--- src/rtl/ckm_pkg.sv ---
package ckm_pkg;
  parameter int unsigned LANES = 8;
  parameter int unsigned PIX_W = 8;
  localparam int unsigned WORD_W = LANES * PIX_W;
endpackage

--- src/rtl/ckm_mask_stage.sv ---
module ckm_mask_stage #(
  parameter int unsigned LANES = 8,
  parameter int unsigned PIX_W = 8,
  localparam int unsigned W = LANES * PIX_W
) (
  input  logic             clk_i,
  input  logic             rst_ni,
  input  logic             valid_i,
  output logic             ready_o,
  input  logic [W-1:0]     fg_i,
  input  logic [W-1:0]     bg_i,
  input  logic [PIX_W-1:0] key_i,
  output logic             valid_o,
  input  logic             ready_i,
  output logic [W-1:0]     fg_o,
  output logic [W-1:0]     bg_o,
  output logic [LANES-1:0] hit_o
);
  logic [LANES-1:0] hit_d;
  logic             valid_q;

  for (genvar g = 0; g < LANES; g++) begin : g_cmp
    assign hit_d[g] = (fg_i[g*PIX_W +: PIX_W] == key_i);
  end

  assign ready_o = !valid_q || ready_i;
  assign valid_o = valid_q;

  always_ff @(posedge clk_i or negedge rst_ni) begin
    if (!rst_ni) begin
      valid_q <= 1'b0;
      fg_o    <= '0;
      bg_o    <= '0;
      hit_o   <= '0;
    end else if (ready_o) begin
      valid_q <= valid_i;
      if (valid_i) begin
        fg_o  <= fg_i;
        bg_o  <= bg_i;
        hit_o <= hit_d;
      end
    end
  end
endmodule

--- src/rtl/ckm_merge_stage.sv ---
module ckm_merge_stage #(
  parameter int unsigned LANES = 8,
  parameter int unsigned PIX_W = 8,
  localparam int unsigned W = LANES * PIX_W
) (
  input  logic             clk_i,
  input  logic             rst_ni,
  input  logic             valid_i,
  output logic             ready_o,
  input  logic [W-1:0]     fg_i,
  input  logic [W-1:0]     bg_i,
  input  logic [LANES-1:0] hit_i,
  output logic             valid_o,
  input  logic             ready_i,
  output logic [W-1:0]     merged_o,
  output logic [LANES-1:0] hit_o
);
  logic [W-1:0] byte_mask;
  logic [W-1:0] merged_d;
  logic         valid_q;

  // each lane bit widens to a full byte of ones or zeros
  for (genvar g = 0; g < LANES; g++) begin : g_widen
    assign byte_mask[g*PIX_W +: PIX_W] = {PIX_W{hit_i[g]}};
  end

  assign merged_d = (fg_i & ~byte_mask) | (bg_i & byte_mask);
  assign ready_o  = !valid_q || ready_i;
  assign valid_o  = valid_q;

  always_ff @(posedge clk_i or negedge rst_ni) begin
    if (!rst_ni) begin
      valid_q  <= 1'b0;
      merged_o <= '0;
      hit_o    <= '0;
    end else if (ready_o) begin
      valid_q <= valid_i;
      if (valid_i) begin
        merged_o <= merged_d;
        hit_o    <= hit_i;
      end
    end
  end
endmodule

--- src/rtl/chroma_key_merger.sv ---
module chroma_key_merger #(
  parameter int unsigned LANES = ckm_pkg::LANES,
  parameter int unsigned PIX_W = ckm_pkg::PIX_W
) (
  input  logic                   clk_i,
  input  logic                   rst_ni,
  input  logic                   key_we_i,
  input  logic [PIX_W-1:0]       key_data_i,
  input  logic                   in_valid_i,
  output logic                   in_ready_o,
  input  logic [LANES*PIX_W-1:0] fg_i,
  input  logic [LANES*PIX_W-1:0] bg_i,
  output logic                   out_valid_o,
  input  logic                   out_ready_i,
  output logic [LANES*PIX_W-1:0] merged_o,
  output logic [LANES-1:0]       match_o
);
  localparam int unsigned W = LANES * PIX_W;

  logic [PIX_W-1:0] key_q;
  logic             s1_valid, s2_ready;
  logic [W-1:0]     s1_fg, s1_bg;
  logic [LANES-1:0] s1_hit;

  always_ff @(posedge clk_i or negedge rst_ni) begin
    if (!rst_ni)       key_q <= '0;
    else if (key_we_i) key_q <= key_data_i;
  end

  ckm_mask_stage #(.LANES(LANES), .PIX_W(PIX_W)) i_mask (
    .clk_i   (clk_i),
    .rst_ni  (rst_ni),
    .valid_i (in_valid_i),
    .ready_o (in_ready_o),
    .fg_i    (fg_i),
    .bg_i    (bg_i),
    .key_i   (key_q),
    .valid_o (s1_valid),
    .ready_i (s2_ready),
    .fg_o    (s1_fg),
    .bg_o    (s1_bg),
    .hit_o   (s1_hit)
  );

  ckm_merge_stage #(.LANES(LANES), .PIX_W(PIX_W)) i_merge (
    .clk_i    (clk_i),
    .rst_ni   (rst_ni),
    .valid_i  (s1_valid),
    .ready_o  (s2_ready),
    .fg_i     (s1_fg),
    .bg_i     (s1_bg),
    .hit_i    (s1_hit),
    .valid_o  (out_valid_o),
    .ready_i  (out_ready_i),
    .merged_o (merged_o),
    .hit_o    (match_o)
  );
endmodule

--- config.mk ---
export PLATFORM = sky130hd
export DESIGN_NAME = chroma_key_merger
export DESIGN_NICKNAME = d
export VERILOG_FILES = /design/src/rtl/ckm_pkg.sv /design/src/rtl/ckm_mask_stage.sv /design/src/rtl/ckm_merge_stage.sv /design/src/rtl/chroma_key_merger.sv
export SDC_FILE = /design/constraint.sdc
export NUM_CORES = 1
export LEC_CHECK = 0
export ABC_AREA = 1
export BUFFER_PORTS_ARGS = -buffer_cell sky130_fd_sc_hd__buf_2
export CAP_MARGIN = 20
export CORE_MARGIN = 1
export CORE_UTILIZATION = 54
export DETAILED_ROUTE_END_ITERATION = 8
export GPL_TIMING_DRIVEN = 0
export PLACE_DENSITY_LB_ADDON = 0.12
export SETUP_SLACK_MARGIN = 0.15
export SLEW_MARGIN = 10
export SYNTH_ARGS = -nofsm -noshare
export SYNTH_HDL_FRONTEND = slang
export SYNTH_SLANG_ARGS = --single-unit
--- constraint.sdc ---
create_clock -name clk_i -period 1.4 [get_ports clk_i]
set_input_delay 0.28 -clock clk_i [delete_from_list [all_inputs] [get_ports clk_i]]
set_output_delay 0.28 -clock clk_i [all_outputs]
set_load 0.05 [all_outputs]
# After elaboration in Yosys (flattened, before gate mapping)

Index checks and enable logic that the tools add are counted.

Add/subtract/negate cells: 0
Multipliers: 0
Div/mod/pow operators: 0
Magnitude comparators: 0
Eq/ne operators: 8
Shift-type cells: 0
Multiplexer cells: 0
Bitwise logic cells: 4
Reductions and logical operators: 6

Operators by type and width:

| kind                | count |
|---|---|
| 64-bit AND          | 2 |
| 8-bit == test       | 8 |
| 64-bit NOT          | 1 |
| 64-bit OR           | 1 |
| 2-bit AND reduction | 2 |
| 1-bit zero test     | 2 |
| 1-bit logical OR    | 2 |

Register bits after elaboration: 218
Latch bits: 0
Bits in writable memories: 0
Bits in read-only memories: 0
Output and inout port bits: 74
Word-level logic and storage cells: 26
Memories: 0

# Logic depth before layout (Yosys ltp)

Gate-level depths: netlist (run 1).

Word-level depth: 4
Gate-level depth with buffers: 8
Mapped depth without buffers: 7

# Cells and area by module

From an unflattened synthesis (run 1), not the netlist that was laid out.

Cell total of the unflattened synthesis: 1,300
Area total of the unflattened synthesis: 9,930.8 um2

By module, submodules not included:

| module            | times used | cells each | area each (um2) | sequential area each (um2) |
|---|---|---|---|---|
| ckm_mask_stage    | 1          | 748        | 6,075.8         | 3,428.3 |
| ckm_merge_stage   | 1          | 518        | 3,549.7         | 1,826.8 |
| chroma_key_merger | 1          | 34         | 305.3           | 200.2 |

# Least setup slack after synthesis (run 1)

No wires, ideal clock.

Path kind: register to register
From: register i_merge.valid_q, in the netlist i_merge.valid_o
To: register i_mask.bg_o[50]
Setup time: 0.069 ns
Arrival time: 1.656 ns
Required time: 1.331 ns
Path slack: -0.325 ns
Stages on the path, launching flop included: 5
Path buffers: 1
Cell sequence: dfrtp_1 nand3_2 clkbuf_1 nand3_1 nand2_1

Longest elaborated chain between the ends: 4

Ends and longest elaborated chain:

| element                              | line                    | source |
|---|---|---|
| from (decl)                          | ckm_merge_stage.sv:20   | `logic valid_q;` |
| from (signal assigned)               | ckm_merge_stage.sv:37   | `valid_q <= valid_i;` |
| 1-bit zero test                      | ckm_merge_stage.sv:28   | `assign ready_o = !valid_q \|\| ready_i;` |
| 1-bit logical OR                     | ckm_merge_stage.sv:28   |  |
| 1-bit logical OR                     | ckm_mask_stage.sv:26    | `assign ready_o = !valid_q \|\| ready_i;` |
| net in_ready_o                       | chroma_key_merger.sv:10 | `output logic in_ready_o,` |
| 2-bit AND reduction (no source line) | n/a                     |  |
| to (signal assigned)                 | ckm_mask_stage.sv:39    | `bg_o <= bg_i;` |
| to (decl)                            | ckm_mask_stage.sv:16    | `output logic [W-1:0] bg_o,` |

The timed path passes the listed nets, and every way through them passes these cells.
A chain may end at the register's enable or synchronous reset.

# Worst setup path in the final report (run 1)

From: register key_q[7]
To: register i_mask.hit_o[7]

Longest elaborated chain between the ends: 1

Ends and longest elaborated chain:

| element                | line                    | source |
|---|---|---|
| from (decl)            | chroma_key_merger.sv:20 | `logic [PIX_W-1:0] key_q;` |
| from (signal assigned) | chroma_key_merger.sv:27 | `else if (key_we_i) key_q <= key_data_i;` |
| 8-bit == test          | ckm_mask_stage.sv:23    | `assign hit_d[g] = (fg_i[g*PIX_W +: PIX_W] == key_i);` |
| to (signal assigned)   | ckm_mask_stage.sv:40    | `hit_o <= hit_d;` |
| to (decl)              | ckm_mask_stage.sv:17    | `output logic [LANES-1:0] hit_o` |

Every way passes these cells.

==> results.py, run 1 <==
metrics = {
    "clock_network": {
        "clk_transition_reported_paths_ps": 60,
        "h-tree-depth": 1,
        "cts-root-to-sink-buffers": 3,
        "tritoncts": "done",
        "cts_inserted_buffers": 24,
        "library_cell_used_as_clock_root_buffer": "sky130_fd_sc_hd__clkbuf_16",
        "clk-insertion-delay-late_ps": 530,
        "number_of_sinks_driven_by_the_clock_tree": 218,
    },
    "grt": {
        "grt_antenna_before_repair": 4,
        "grt_overflow_total": 0,
        "grt_pass1_vias": 9842,
        "first_pass_grt_wire_length_mm": 51.57,
        "grt_start_max_net_pins": 109,
        "globalRouteTotalUtil": 0.3695,
    },
    "timing": {
        "final_count_of_negative_setup_slack_endpoints": 213,
        "layout_min_cycle_time_ps": 1694,
        "setup_repair_after_global_routing_missed_its_margin": "true",
        "worstMarginPinSlew_ps": 630.8,
        "final_worst_path_period_share": 1.210,
        "setup-tns-final_ps": -20650,
        "slew_viols_final": 0,
        "clock-skew-final_ps": 16.59,
        "post_route_worst_hold_slack_ps": -2.930,
        "hold_violations": 2,
        "normalized_max_slew_margin": 0.5794,
        "fin_worst_setup_slack_ps": -294.0,
        "maxClockFrequency_mhz": 590.3,
    },
    "synthesis": {
        "yosysTopAreaCellShare": 0.5619,
        "synth_top_cells_by_area": "sky130_fd_sc_hd__dfrtp_1, sky130_fd_sc_hd__nand2_1, sky130_fd_sc_hd__nand3_1",
        "ys_seq_area_frac": 0.5619,
        "dominant_cell_type_by_area_after_synthesis": "sky130_fd_sc_hd__dfrtp_1",
        "ys_ff_latch": 218,
        "post_syn_area_um2": 9708,
        "syn_avg_cell_area_um2": 8.104,
        "syn_nets": 1339,
        "yosys.cell_types.count": 19,
        "ys.warnings.count": 0,
        "synthCells": 1198,
    },
    "route": {
        "first_iter_violations": 1215,
        "routedWlPerCell_um": 21.36,
        "vias_post_dr": 10800,
        "drt-pass1-iter-count": 8,
        "route.antenna.remaining_nets": 0,
        "drt-total-wl_mm": 39.26,
        "detail_route.drc_violations": 0,
        "via_per_inst": 5.874,
    },
    "cells_and_area": {
        "most-common-layout-cells": "sky130_fd_sc_hd__nand2_1, sky130_fd_sc_hd__dfrtp_1, sky130_fd_sc_hd__buf_2",
        "area_growth_syn_to_layout_pct": 58.37,
        "num-nets-final": 1734,
        "layout-drive-gt1-share": 0.3333,
        "nFillCells": 783,
        "layout_commonest_cell": "sky130_fd_sc_hd__nand2_1",
    },
    "critical_path": {
        "cp.required_ps": 1780,
        "crit_arrival_ps": 2080,
        "worst-path-max-fanout": 9,
        "worstSetupPathType": "reg -> reg",
        "crit_start": "key_q[7]$_DFFE_PN0P_",
        "endpoint_kind": "flip-flop",
        "worst_setup_path_start_kind": "flip-flop",
        "r2r-start": "key_q[7]$_DFFE_PN0P_",
    },
    "die": {
        "standard_cell_core_area_um2": 17420,
        "io_pins": 215,
        "floorplan.die_area_um2": 18520,
        "die_h_um": 136.1,
        "die_w_um": 136.1,
        "num_rows": 48,
        "initial_core_util": 0.5574,
    },
    "outcome": {
        "status": "finished with violations",
        "violations": "negative hold slack, negative setup slack",
    },
    "worst_hold_path": {
        "min-delay-path-class": "in -> reg",
        "origin_of_the_worst_min_delay_path": "bg_i[48]",
    },
    "placed_design": {
        "place.detailed.hpwl_mm": 19.97,
        "placement.setup.worst_slack_ps": -227.7,
        "portBuffers": 213,
        "gp_routability_congestion": 0.8608,
    },
    "power": {
        "vdd.ir_drop.worst_uv": 1686,
        "power.density_cell_area_nw_per_um2": 1638,
        "leakage_uw": 0.007772,
    },
    "flow_run": {
        "drv_cap": 0,
    },
}
-- synth_stat cells (all sizes together) --
| cell | n |
|---|---|
| dfrtp | 218 |
| inv | 54 |
| nand2 | 512 |
| clkbuf | 22 |
| clkinv | 11 |
| a31oi | 56 |
| a21oi | 13 |
| xor2 | 6 |
| mux2 | 2 |
| nor2 | 83 |
| o21ai | 69 |
| buf | 49 |
| nand3 | 87 |
| xnor2 | 16 |
-- stage by stage --
step | std cells | area, um2 | power, uW | utilization
3_3_place_gp | 1636 | 11160 | 13900 | 0.6409
4_1_cts | 1780 | 14220 | 23280 | 0.8165
2_1_floorplan | 1198 | 9816 | 12220 | -
6_report | 1838 | 15370 | 25180 | 0.8828
3_5_place_dp | 1638 | 11230 | 14050 | 0.6447
5_1_grt | 1838 | 15370 | 25840 | 0.8828
-- cell type report --
cell class / count / area, um2 / area share
diodes: 2 / 5.005 / 0.0003255
clock buffers: 30 / 674.4 / 0.04386
inverters: 65 / 267.8 / 0.01742
well taps: 225 / 281.5 / 0.01831
clock inverters: 14 / 205.2 / 0.01335
repair buffers: 369 / 3502 / 0.2278
plain buffers: 70 / 773.2 / 0.05029
flip-flops and latches: 218 / 5458 / 0.3550
multi-input cells: 845 / 4208 / 0.2737
-- layer usage --
metal | vias to the layer above | global-route usage | routed length, um
li1 | 4616 | - | -
met5 | - | 0 | 23
met2 | 795 | 0.6010 | 18340
met4 | 4 | 0.1716 | 2582
met1 | 5146 | 0.4765 | 14000
met3 | 236 | 0.07233 | 4319
-- sequential cells by signal (all words and copies together) (netlist names) --
name,cells
i_mask.bg_o,64
i_mask.fg_o,64
i_mask.hit_o,8
i_mask.valid_o,1
i_merge.hit_o,8
i_merge.merged_o,64
i_merge.valid_o,1
key_q,8
-- critical path, cell delays in order, from the launching register on --
cell and delay, ps:
sky130_fd_sc_hd__dfrtp_1 320, sky130_fd_sc_hd__buf_2 290, sky130_fd_sc_hd__clkinv_2 310, sky130_fd_sc_hd__nand2_1 190, sky130_fd_sc_hd__nand2_1 100, sky130_fd_sc_hd__nand2_1 80, sky130_fd_sc_hd__nor2_2 40, sky130_fd_sc_hd__nand3_1 110
sky130_fd_sc_hd__nand2_1 120
-- path summary, 6_finish.rpt --
| check | to | slack [ps] | cells past startpoint |
|---|---|---|---|
| worst max-delay path | i_mask.hit_o[7]$_DFFE_PN0P_ | -290 | 8 |
| worst min-delay path | i_mask.bg_o[48]$_DFFE_PN0P_ | -3 | 3 |
| worst max register to register | i_mask.hit_o[7]$_DFFE_PN0P_ | -290 | 8 |
| worst min register to register | i_mask.fg_o[29]$_DFFE_PN0P_ | 470 | 2 |
| max in group asynchronous | i_merge.merged_o[40]$_DFFE_PN0P_ | 350 | 4 |
| min in group asynchronous | i_merge.merged_o[63]$_DFFE_PN0P_ | 320 | 3 |
-- power by group --
group	internal, uW	leakage [uW]	switching [uW]
clock network	4350	0.000435	2770
registers	7480	0.00263	912
logic	4210	0.00471	5460
total	16000	0.00777	9140
-- cell families after synthesis --
logic type | synth area share
simple gates | 0.2757
flops | 0.5619
compound gates | 0.07836
buf+inv | 0.06186
xor+xnor | 0.01985
mux | 0.002320
-- repair_timing --
item | CTS | global route
endpoints found under the hold margin | 73 | 0
setup buffers | 40 | 47
pin swaps | 2 | 6
hold buffers | 43 | 0
resized for setup | 275 | 153
gates cloned | 16 | 9
setup endpoints to repair | 285 | 364
Note: power is estimated with default switching activity, not from simulation.
==> run 2, diff against run 1 <==
MAX_ROUTING_LAYER = met4   (was default)
==> results.py, run 2 (same netlist as run 1, synthesis figures left out) <==
metrics = {
    "outcome": {
        "status": "finished with violations",
        "violations": "negative hold slack, negative setup slack",
    },
    "grt": {
        "grt_start_max_net_pins": 109,
        "globalRouteTotalUtil": 0.3808,
        "grt_pass1_vias": 9816,
        "first_pass_grt_wire_length_mm": 51.56,
        "grt_antenna_before_repair": 6,
        "grt_overflow_total": 0,
    },
    "clock_network": {
        "number_of_sinks_driven_by_the_clock_tree": 218,
        "clk_transition_reported_paths_ps": 60,
        "clk-insertion-delay-late_ps": 540,
        "library_cell_used_as_clock_root_buffer": "sky130_fd_sc_hd__clkbuf_16",
        "cts_inserted_buffers": 24,
        "h-tree-depth": 1,
        "cts-root-to-sink-buffers": 3,
        "tritoncts": "done",
    },
    "critical_path": {
        "cpLargestDelayFamily": "buffers and inverters",
        "cpMaxStageDelayCell": "sky130_fd_sc_hd__dfrtp_1",
        "endpoint_kind": "flip-flop",
        "crit_arrival_ps": 2300,
        "cp.required_ps": 1840,
        "worst_setup_path_start_kind": "flip-flop",
        "worstSetupPathDepth": 6,
        "worst-path-max-fanout": 9,
        "cp.buffers_inverters": 2,
        "timing.critical_path.cells": "buf_2, inv_1, nand2_1, a21oi_1, nand3_1, nand2_1",
        "crit_top_cell": "sky130_fd_sc_hd__nand2_1",
        "critical-path-max-stage-delay_ps": 390,
        "worstRegToRegCells": 6,
        "worstSetupPathType": "reg -> reg",
    },
    "cells_and_area": {
        "reg_top3": "i_mask.bg_o (64), i_mask.fg_o (64), i_merge.merged_o (64)",
        "num-nets-final": 1735,
        "layout_commonest_cell": "sky130_fd_sc_hd__nand2_1",
        "area_growth_syn_to_layout_pct": 58.92,
        "most-common-layout-cells": "sky130_fd_sc_hd__nand2_1, sky130_fd_sc_hd__dfrtp_1, sky130_fd_sc_hd__buf_2",
        "final_cell_count_no_fill": 1848,
        "layout-drive-gt1-share": 0.3325,
    },
    "die": {
        "initial_core_util": 0.5574,
        "io_pins": 215,
        "die_h_um": 136.1,
        "die_w_um": 136.1,
        "floorplan.die_area_um2": 18520,
        "num_rows": 48,
        "standard_cell_core_area_um2": 17420,
    },
    "route": {
        "route.antenna.remaining_nets": 0,
        "routedWlPerCell_um": 22.09,
        "first_iter_violations": 1353,
        "via_per_inst": 6.042,
        "detail_route.drc_violations": 0,
        "vias_post_dr": 11170,
        "drt-total-wl_mm": 40.82,
        "drt-pass1-iter-count": 6,
    },
    "timing": {
        "slew_viols_final": 0,
        "final_worst_path_period_share": 1.329,
        "fin_worst_setup_slack_ps": -460.3,
        "post_route_worst_hold_slack_ps": -6.303,
        "normalized_max_slew_margin": 0.5585,
        "maxClockFrequency_mhz": 537.5,
        "setup_repair_after_global_routing_missed_its_margin": "true",
        "worstMarginPinSlew_ps": 662.2,
        "clock-skew-final_ps": 22.88,
        "hold_violations": 2,
        "layout_min_cycle_time_ps": 1860,
        "final_count_of_negative_setup_slack_endpoints": 216,
    },
    "power": {
        "finalPower_uw": 25360,
        "vdd.ir_drop.worst_uv": 1790,
        "leakage_uw": 0.007777,
        "power.density_cell_area_nw_per_um2": 1644,
    },
    "worst_hold_path": {
        "min-delay-path-class": "in -> reg",
        "min_path_cells": 3,
    },
    "placed_design": {
        "cells_after_dpl": 1638,
        "place.detailed.hpwl_mm": 19.97,
        "portBuffers": 213,
        "gp_routability_congestion": 0.8746,
    },
    "flow_run": {
        "drv_cap": 0,
    },
}
==> run 2: cell count changes in the layout (fill, tap and decap cells not counted), sizes merged <==
cell    previous run  this run
diode              2        11
clkbuf            54        52
buf              371       375
bufbuf             2         1
==> run 2: where the power goes <==
group	switching, uW	leakage, uW	internal (uW)
Sequential	913	0.00263	7470
Combinational	5570	0.00471	4230
Clock	2820	0.000435	4350
Total	9300	0.00778	16100
==> run 2: worst min-delay path: cells and delay by family <==
family,cells,cell delay (ps)
and+or+nand+nor,2,130
buffers and inverters,1,80
==> run 2: path summary, 6_finish.rpt <==
path                                             start                          endpoint  slack, ps
min in group asynchronous                       rst_ni  i_merge.merged_o[63]$_DFFE_PN0P_        280
setup / recovery                  key_q[5]$_DFFE_PN0P_       i_mask.hit_o[7]$_DFFE_PN0P_       -460
hold / removal                                bg_i[48]       i_mask.bg_o[48]$_DFFE_PN0P_         -6
hold reg to reg            i_mask.fg_o[29]$_DFFE_PN0P_       i_mask.fg_o[29]$_DFFE_PN0P_        470
max in group asynchronous                       rst_ni       i_mask.fg_o[59]$_DFFE_PN0P_        290
setup reg to reg                  key_q[5]$_DFFE_PN0P_       i_mask.hit_o[7]$_DFFE_PN0P_       -460
==> run 2: final cells by class <==
class,count,area (um2)
clock buffers,30,674.4
diodes,11,27.53
plain buffers,70,773.2
fillers,781,1988
clock inverters,14,205.2
flip-flops and latches,218,5458
well taps,225,281.5
repair buffers,370,3513
inverters,65,267.8
multi-input cells,845,4228
==> run 2: layer usage <==
layer | routed length [um] | up-vias | global-route usage
li1 | - | 4635 | -
met1 | 14220 | 5315 | 0.4787
met2 | 18790 | 921 | 0.6001
met3 | 4890 | 295 | 0.07010
met4 | 2914 | 0 | 0.1728
met5 | 0 | - | -
==> run 2: timing repair <==
action                                  CTS  global route
gates cloned                             16             9
buffers inserted                         40            48
endpoints found under the setup margin  285           364
gates resized for setup                 275           160
endpoints found under the hold margin    73             0
hold buffers                             43             0
pin swaps                                 2             6
==> run 2: through the flow <==
step	hold slack (ps)	utilization	cell area, um2	setup slack [ps]	setup TNS (ps)
after detailed placement	154.7	0.6447	11230	-227.7	-20760
after CTS	0.2957	0.8165	14220	-194.9	-8531
after floorplan	-15.59	-	9816	118.9	0
after global routing	9.924	0.8854	15420	-415.5	-29480
after global placement	452.8	0.6409	11160	-4110	-823650
final	-6.303	0.8858	15430	-460.3	-25520
==> run 3, diff against run 2 <==
BUFFER_PORTS_ARGS = default   (was -buffer_cell sky130_fd_sc_hd__buf_2)
CORE_UTILIZATION = 60   (was 54)
DONT_BUFFER_PORTS = 1   (was default)
==> results.py, run 3 (same netlist as run 1, synthesis figures left out) <==
metrics = {
    "outcome": {
        "status": "finished with violations",
        "violations": "negative hold slack, negative setup slack",
    },
    "power": {
        "power.density_cell_area_nw_per_um2": 1513,
        "vdd.ir_drop.worst_uv": 1640,
        "leakage_uw": 0.006996,
    },
    "critical_path": {
        "crit_arrival_ps": 1490,
        "worst-path-max-fanout": 10,
        "endpoint_kind": "primary output",
        "r2r-start": "i_merge.valid_o$_DFFE_PN0P_",
        "worst_setup_path_end": "in_ready_o",
        "worstReg2RegEnd": "i_mask.bg_o[39]$_DFFE_PN0P_",
        "crit_start": "i_merge.valid_o$_DFFE_PN0P_",
        "worstSetupPathType": "reg -> out",
        "worst_r2r_setup_slack_ps": -370,
        "cp.required_ps": 1120,
        "worstRegToRegCells": 9,
        "worst_setup_path_start_kind": "flip-flop",
    },
    "clock_network": {
        "clk-insertion-delay-late_ps": 530,
        "tritoncts": "done",
        "cts_hold_buffers": 137,
        "library_cell_used_as_clock_root_buffer": "sky130_fd_sc_hd__clkbuf_16",
        "number_of_sinks_driven_by_the_clock_tree": 218,
        "h-tree-depth": 1,
        "cts-root-to-sink-buffers": 3,
        "cts_inserted_buffers": 23,
        "clk_transition_reported_paths_ps": 70,
    },
    "cells_and_area": {
        "final-seq-area_um2": 5497,
        "num-nets-final": 1544,
        "post-route-cell-area_um2": 14440,
        "layout-drive-gt1-share": 0.2609,
        "layout_commonest_cell": "sky130_fd_sc_hd__nand2_1",
        "combined_area_of_the_multi_input_logic_cells_um2": 4564,
        "area_growth_syn_to_layout_pct": 48.73,
        "nFillCells": 636,
        "most-common-layout-cells": "sky130_fd_sc_hd__nand2_1, sky130_fd_sc_hd__dfrtp_1, sky130_fd_sc_hd__dlygate4sd3_1",
        "fin_util": 0.9123,
        "reg_top3": "i_mask.bg_o (64), i_mask.fg_o (64), i_merge.merged_o (64)",
    },
    "placed_design": {
        "portBuffers": 0,
        "gp_routability_congestion": 0.8730,
        "dpl-instance-area_um2": 10090,
        "place.detailed.hpwl_mm": 18.67,
        "placement.setup.worst_slack_ps": -334.5,
    },
    "grt": {
        "grt_antenna_before_repair": 3,
        "grt_overflow_total": 0,
        "grt_start_max_net_pins": 219,
        "first_pass_grt_wire_length_mm": 52.40,
        "globalRouteTotalUtil": 0.4380,
        "grt_pass1_vias": 9770,
    },
    "route": {
        "dr_wl_met3_mm": 5.366,
        "via_per_inst": 6.363,
        "vias_post_dr": 10420,
        "drt-pass1-iter-count": 6,
        "met2RoutedLength_mm": 19.25,
        "detail_route.drc_violations": 0,
        "drt-total-wl_mm": 40.83,
        "routedWlPerCell_um": 24.94,
        "maxUsedRoutingLayer": "met4",
        "route.antenna.remaining_nets": 0,
        "first_iter_violations": 1509,
        "route.layer.met1.wl_mm": 13.44,
    },
    "die": {
        "die_h_um": 129.2,
        "die_w_um": 129.2,
        "floorplan.die_area_um2": 16690,
        "initial_core_util": 0.6134,
        "standard_cell_core_area_um2": 15830,
        "io_pins": 215,
        "num_rows": 46,
    },
    "timing": {
        "layout_min_cycle_time_ps": 1773,
        "clock-skew-final_ps": 19.04,
        "normalized_max_slew_margin": 0.5046,
        "fin_worst_setup_slack_ps": -373.5,
        "hold_violations": 218,
        "post_route_worst_hold_slack_ps": -562.5,
        "worstMarginPinSlew_ps": 743.1,
        "maxClockFrequency_mhz": 563.9,
        "final_worst_path_period_share": 1.267,
        "setup_repair_after_global_routing_missed_its_margin": "true",
        "final_count_of_negative_setup_slack_endpoints": 238,
        "slew_viols_final": 0,
    },
    "worst_hold_path": {
        "min-delay-path-class": "in -> async",
    },
    "flow_run": {
        "drv_cap": 0,
    },
}
## run 3: cell type report
type | count | area share
Sequential cell | 218 | 0.3807
Multi-Input combinational cell | 845 | 0.3161
Timing Repair Buffer | 180 | 0.1612
Buffer | 70 | 0.05390
Clock buffer | 27 | 0.04229
Tap cell | 216 | 0.01872
Inverter | 65 | 0.01794
Clock inverter | 13 | 0.008666
Antenna cell | 3 | 0.0005199
## run 3: timing repair
action	4_1_cts	5_1_grt
endpoints found under the setup margin	288	285
gates resized for setup	122	325
gates cloned	18	8
buffers inserted	9	9
pin swaps	3	25
endpoints found under the hold margin	354	218
## run 3: report_power, final
group          switching, uW  internal (uW)
clock                   2700           3500
sequential              3250           7490
combinational           2610           2300
## run 3: how the worst min path moves through the flow
stage,startpoint,end,cells after the start
after floorplan,rst_ni,i_mask.bg_o[0]$_DFFE_PN0P_,0
after global placement,rst_ni,i_merge.merged_o[63]$_DFFE_PN0P_,0
after detailed placement,rst_ni,i_merge.merged_o[62]$_DFFE_PN0P_,0
after CTS,rst_ni,i_mask.fg_o[0]$_DFFE_PN0P_,0
after global routing,rst_ni,i_merge.merged_o[4]$_DFFE_PN0P_,0
final,rst_ni,i_merge.merged_o[1]$_DFFE_PN0P_,0
## run 3: critical path, cell delays in order, from the launching register on
cell and delay [ps]:
sky130_fd_sc_hd__dfrtp_2 570, sky130_fd_sc_hd__nand3_4 170, sky130_fd_sc_hd__clkbuf_16 230
## run 3: stage by stage
stage               setup TNS, ps  cells  hold WS (ps)  power [uW]
finish                     -48440   1637        -562.5       21850
global route               -56100   1637        -559.2       22360
CTS                        -39480   1617        -556.9       20320
detailed placement         -42870   1414        -9.896       13100
global placement           -40050   1414        -10.58       12970
floorplan                       0   1198        -15.59       12220
## run 3: layer usage
metal | GRT usage | vias to the layer above
met5 | - | -
met3 | 0.09785 | 260
met2 | 0.6850 | 923
met1 | 0.5252 | 5008
li1 | - | 4225
met4 | 0.2512 | 0
